==> config.mk <==
export PLATFORM = sky130hd
export DESIGN_NAME = sample_rate_gen
export DESIGN_NICKNAME = d
export VERILOG_FILES = /design/src/rtl/sr_pkg.sv /design/src/rtl/sr_cfg_hold.sv /design/src/rtl/sr_period.sv /design/src/rtl/sr_ext_edge.sv /design/src/rtl/sr_phase_split.sv /design/src/rtl/sample_rate_gen.sv
export SDC_FILE = /design/constraint.sdc
export NUM_CORES = 1
export LEC_CHECK = 0
export BUFFER_PORTS_ARGS = -buffer_cell sky130_fd_sc_hd__clkbuf_2
export CAP_MARGIN = 20
export CORE_MARGIN = 4
export CORE_UTILIZATION = 35
export CTS_CLUSTER_DIAMETER = 150
export CTS_CLUSTER_SIZE = 14
export DETAILED_ROUTE_END_ITERATION = 8
export PLACE_DENSITY = 0.63
export SLEW_MARGIN = 20
export SYNTH_ARGS = -nofsm -noshare
export SYNTH_HDL_FRONTEND = slang
export SYNTH_SLANG_ARGS = --single-unit
==> constraint.sdc <==
create_clock -name clk_i -period 1.1 [get_ports clk_i]
set_input_delay 0.22 -clock clk_i [delete_from_list [all_inputs] [get_ports clk_i]]
set_output_delay 0.22 -clock clk_i [all_outputs]
set_load 0.02 [all_outputs]
==> src/rtl/sr_pkg.sv <==
package sr_pkg;
  localparam int SEL_W = 3;
  typedef logic [SEL_W-1:0] rate_sel_t;

  localparam rate_sel_t SEL_FULL    = 3'd0;
  localparam rate_sel_t SEL_HALF    = 3'd1;
  localparam rate_sel_t SEL_QUARTER = 3'd2;
  localparam rate_sel_t SEL_PROG    = 3'd3;
  localparam rate_sel_t SEL_EXT     = 3'd4;
endpackage

==> src/rtl/sr_cfg_hold.sv <==
module sr_cfg_hold
  import sr_pkg::*;
#(
  parameter int DIV_W = 8
) (
  input  logic             clk_i,
  input  logic             rst_n,
  input  logic             load_i,
  input  rate_sel_t        sel_i,
  input  logic [DIV_W-1:0] div_i,
  output rate_sel_t        sel_q,
  output logic [DIV_W-1:0] div_q
);
  rate_sel_t        sel_d;
  logic [DIV_W-1:0] div_d;

  always_comb begin
    sel_d = sel_q;
    div_d = div_q;
    if (load_i) begin
      sel_d = sel_i;
      div_d = div_i;
    end
  end

  always_ff @(posedge clk_i or negedge rst_n) begin
    if (!rst_n) begin
      sel_q <= SEL_FULL;
      div_q <= '0;
    end else begin
      sel_q <= sel_d;
      div_q <= div_d;
    end
  end
endmodule

==> src/rtl/sr_period.sv <==
module sr_period
  import sr_pkg::*;
#(
  parameter int DIV_W    = 8,
  parameter int PRE_LOG2 = 4
) (
  input  logic             clk_i,
  input  logic             rst_n,
  input  logic             restart_i,
  input  rate_sel_t        sel_i,
  input  logic [DIV_W-1:0] div_i,
  output logic             is_int_o,
  output logic             wrap_o
);
  localparam int CNT_W = DIV_W + PRE_LOG2;

  logic [CNT_W-1:0] cnt_q, cnt_d, last;

  always_comb begin
    is_int_o = 1'b1;
    unique case (sel_i)
      SEL_FULL:    last = '0;
      SEL_HALF:    last = CNT_W'(1);
      SEL_QUARTER: last = CNT_W'(3);
      SEL_PROG:    last = {div_i, {PRE_LOG2{1'b1}}};
      default: begin
        last     = '0;
        is_int_o = 1'b0;
      end
    endcase
    wrap_o = is_int_o && (cnt_q == last);
    cnt_d  = restart_i ? '0 : cnt_q + CNT_W'(1);
  end

  always_ff @(posedge clk_i or negedge rst_n) begin
    if (!rst_n) cnt_q <= '0;
    else        cnt_q <= cnt_d;
  end
endmodule

==> src/rtl/sr_ext_edge.sv <==
module sr_ext_edge #(
  parameter int SYNC_STAGES = 2
) (
  input  logic clk_i,
  input  logic rst_n,
  input  logic ext_i,
  output logic rise_o
);
  logic [SYNC_STAGES:0] sh_q, sh_d;

  always_comb begin
    sh_d   = {sh_q[SYNC_STAGES-1:0], ext_i};
    rise_o = sh_q[SYNC_STAGES-1] & ~sh_q[SYNC_STAGES];
  end

  always_ff @(posedge clk_i or negedge rst_n) begin
    if (!rst_n) sh_q <= '0;
    else        sh_q <= sh_d;
  end
endmodule

==> src/rtl/sr_phase_split.sv <==
module sr_phase_split (
  input  logic clk_i,
  input  logic rst_n,
  input  logic en_i,
  input  logic tick_i,
  output logic rate_o,
  output logic conv_a_o,
  output logic conv_b_o
);
  logic ph_q, ph_d;

  always_comb begin
    if (!en_i)       ph_d = 1'b0;
    else if (tick_i) ph_d = ~ph_q;
    else             ph_d = ph_q;
  end

  always_ff @(posedge clk_i or negedge rst_n) begin
    if (!rst_n) begin
      ph_q     <= 1'b0;
      rate_o   <= 1'b0;
      conv_a_o <= 1'b0;
      conv_b_o <= 1'b0;
    end else begin
      ph_q     <= ph_d;
      rate_o   <= tick_i;
      conv_a_o <= tick_i & ~ph_q;
      conv_b_o <= tick_i &  ph_q;
    end
  end
endmodule

==> src/rtl/sample_rate_gen.sv <==
module sample_rate_gen
  import sr_pkg::*;
#(
  parameter int DIV_W       = 8,
  parameter int PRE_LOG2    = 4,
  parameter int SYNC_STAGES = 2
) (
  input  logic             clk_i,
  input  logic             rst_n,
  input  logic             en_i,
  input  logic [2:0]       sel_i,
  input  logic [DIV_W-1:0] div_i,
  input  logic             ext_clk_i,
  output logic             rate_o,
  output logic             conv_a_o,
  output logic             conv_b_o
);
  logic [1:0]       rst_pipe;
  logic             rst_s_n;
  rate_sel_t        act_sel;
  logic [DIV_W-1:0] act_div;
  logic             is_int, wrap, ext_rise, tick, load;

  always_ff @(posedge clk_i or negedge rst_n) begin
    if (!rst_n) rst_pipe <= 2'b00;
    else        rst_pipe <= {rst_pipe[0], 1'b1};
  end
  assign rst_s_n = rst_pipe[1];

  always_comb begin
    tick = en_i & (wrap | ((act_sel == SEL_EXT) & ext_rise));
    load = ~en_i | tick | ~is_int;
  end

  sr_cfg_hold #(.DIV_W(DIV_W)) u_cfg (
    .clk_i(clk_i), .rst_n(rst_s_n), .load_i(load),
    .sel_i(sel_i), .div_i(div_i), .sel_q(act_sel), .div_q(act_div)
  );

  sr_period #(.DIV_W(DIV_W), .PRE_LOG2(PRE_LOG2)) u_period (
    .clk_i(clk_i), .rst_n(rst_s_n), .restart_i(load),
    .sel_i(act_sel), .div_i(act_div), .is_int_o(is_int), .wrap_o(wrap)
  );

  sr_ext_edge #(.SYNC_STAGES(SYNC_STAGES)) u_ext (
    .clk_i(clk_i), .rst_n(rst_s_n), .ext_i(ext_clk_i), .rise_o(ext_rise)
  );

  sr_phase_split u_split (
    .clk_i(clk_i), .rst_n(rst_s_n), .en_i(en_i), .tick_i(tick),
    .rate_o(rate_o), .conv_a_o(conv_a_o), .conv_b_o(conv_b_o)
  );
endmodule

==> run_results.csv <==
group,metric,value,unit
timing,rsz0062_at_grt,"true",
pwr,fin_total_pwr,3.01,mW
critical_path,worst-setup-path-type,"reg2reg",
place,placed_area,2030,sq um
die,die_h,75.1,um
die,core.rowCount,24,
yosys,yosys_warnings,0,
clock_tree,clk_path_buf_depth,2,
outcome,status,"finished, violations left",
critical_path,ff2ff_path_depth,6,
clock_tree,clkLatencyLatePin,0.29,ns
yosys,synth_edf_count,0,
yosys,synthTopCellsByCount,"dfrtp_1, nor2_1, mux2_1, nand3_1, xnor2_1",
yosys,synth_area,1580,sq um
yosys,syn_nets,160,
drt,vias,1354,
yosys,yosysTopAreaCellShare,0.508,
timing,hold_viol_final,0,
timing,finClkSkew,0.00494,ns
timing,finalMaxSlewViolations,0,
critical_path,crit_path_start_kind,"register",
layout,syn2layout_area_growth,48.7,%
yosys,synth_top_cells_by_area,"dfrtp_1, mux2_1, xnor2_1, nor2_1, xor2_1",
critical_path,r2r_start,"u_cfg.sel_q[1]$_DFFE_PN0P_",
drt,drc_errors,0,
place,port_buffers,17,
min_path,hp-start,"ext_clk_i",
layout,fin_nets,234,
die,dieArea,5640,sq um
critical_path,cp-end-kind,"register",
outcome,violations,"setup timing",
pwr,ir_drop,0.847,mV
layout,fin_area,2340,sq um
min_path,holdPathStages,1,
pwr,seqPwrFrac,0.441,
drt,drt.antenna.violating_nets,0,
global_routing,grt_overflow,0,
global_routing,grt_first_pass_wirelength,6600,um
critical_path,crit_path_start,"u_cfg.sel_q[1]$_DFFE_PN0P_",
pwr,p_leak,1.05,nW
drt,vias_per_cell,5.00,
die,boundaryPins,18,
layout,n_antenna_cell,0,
critical_path,worstPathMaxFanout,5,
timing,fin_setup_tns,-25.85,ns
global_routing,met3_usage,0.0441,
yosys,synth.distinct_cells,40,
pwr,netSwitchingPower,0.885,mW
timing,finalWorstSetupSlack,-1.05,ns
pwr,power_frac_comb,0.248,
yosys,async_flop_share,1.00,
drt,routedWlPerCell,15.0,um
yosys,yosysMostFrequentCell,"dfrtp_1",
die,initial_core_util,0.362,
timing,max_freq,0.465,GHz
layout,drive_gt1_frac,0.521,
place,place_inst,251,
clock_tree,cts.clk_slew.worst_paths,0.08,ns
min_path,hold_path.class,"in2reg",
layout,fin_cells,271,
pwr,switching_share,0.294,
clock_tree,clock-sinks,32,
yosys,synth.yosys.seq_area_share,0.508,
layout,fin_util,0.539,
die,die_x,75.1,um
clock_tree,cts_tree,"yes",
global_routing,antenna_found_initial,0,
global_routing,grtUsageMet1,0.186,
yosys,ys.flop_type,"dfrtp_1",
die,placeableCoreArea,4350,sq um
yosys,netlist_instances,144,
yosys,yosys.area.top_type,"dfrtp_1",
yosys,ys_ff_latch,32,
job,max-cap-violations,0,
global_routing,grt_pass1_vias,1391,
global_routing,top_usage_layer,"met2",
timing,period_share,1.96,
drt,drt_first_pass_iters,4,
drt,totalWireLength,4060,um
timing,min_period,2.15,ns
timing,setup_viol,27,
global_routing,grt_util_met2,0.272,
yosys,syn_area_per_cell,10.9,sq um
global_routing,grt_max_degree,31,
pwr,p_per_area,1290,nW/um^2
clock_tree,cts_inserted_buffers,5,
clock_tree,htree_levels,2,
clock_tree,root_buffer,"clkbuf_8",
place,dp_hpwl,2920,um
place,place_worst_setup_slack,-1.07,ns
critical_path,required,1.28,ns
pwr,p_clk_frac,0.311,
critical_path,cp.arrival,2.33,ns
drt,drt_iter0_markers,56,
place,gp_congestion,0.851,
pwr,p_int,2.13,mW
timing,whs,0.0316,ns
global_routing,track_usage,0.158,
==> placed cells by master, fill, tap and decap left out, types with 2 or more instances in the layout <==
master	n
nor2_1	13
clkinvlp_4	2
clkbuf_8	5
dfrtp_2	2
nand2_1	6
o21ai_2	2
nand3_1	8
dfrtp_1	30
a2bb2oi_2	2
mux2_4	8
nor3_1	4
a21oi_2	4
nand4_1	3
mux2_1	2
buf_4	53
and2_1	2
a211oi_2	3
inv_1	6
clkbuf_2	17
nor2_2	2
a31oi_1	2
xor2_1	6
xnor2_1	8
==> cell families after synthesis <==
group                    Yosys count  share of synthesized area
AND/OR/NAND/NOR                   52                      0.171
flip-flops                        32                      0.508
AO/OA/AOI/OAI                     23                      0.127
XOR/XNOR                          14                     0.0778
buffers and inverters             11                     0.0349
multiplexers                      10                     0.0714
adder cells (fa/ha/maj)            1                    0.00794
other                              1                    0.00238
==> repair_timing <==
action	in CTS	in global routing
resized for setup	20	13
endpoints found under the hold margin	2	0
pin swaps	8	4
setup buffers	7	5
endpoints found under the setup margin	27	27
hold buffers	1	0
==> layer usage <==
layer  vias to the layer above  routed length [um]
met5                         -                   0
met3                        10                 160
met2                        24                2120
li1                        655                   -
met4                         0                  99
met1                       665                1690
==> power groups by stage <==
stage               Combinational [mW]  Clock, mW  Sequential (mW)
floorplan                        0.301          0             1.36
global placement                 0.541          0             1.35
global route                     0.812       1.02             1.34
CTS                              0.684      0.954             1.33
finish                           0.748      0.937             1.33
detailed placement               0.557          0             1.35
==> critical path: stages, from the launching register on <==
cell       delay (ns)
dfrtp_2          0.44
or2_4            0.25
a211oi_2         0.19
o2111ai_2        0.21
o41ai_4          0.40
buf_4            0.22
mux2_1           0.32
==> flip-flops by register name, summed over array words and instances (netlist names) <==
register,count
rst_pipe,2
u_split.conv_a_o,1
u_ext.sh_q,3
u_split.conv_b_o,1
u_split.ph_q,1
u_split.rate_o,1
u_cfg.div_q,8
u_cfg.sel_q,3
u_period.cnt_q,12
==> path summary, 6_finish.rpt <==
check                                              end  slack [ns]
max                         u_cfg.div_q[7]$_DFFE_PN0P_       -1.05
min                            u_ext.sh_q[0]$_DFF_PN0_        0.03
max reg2reg                 u_cfg.div_q[7]$_DFFE_PN0P_       -1.05
min reg2reg                    u_ext.sh_q[1]$_DFF_PN0_        0.26
max in group asynchronous  u_period.cnt_q[3]$_DFF_PN0_        0.55
min in group asynchronous        rst_pipe[1]$_DFF_PN0_        0.23
==> area by class of cell <==
type / instances / area [sq um]
clock inverter: 3 / 23.8
inverter: 6 / 22.5
multi-input combinational: 101 / 857
fill: 371 / 2010
sequential: 32 / 803
tap: 52 / 65.1
clock buffer: 5 / 68.8
timing repair buffer: 72 / 504
No activity file was read; power rests on OpenSTA's default activity.
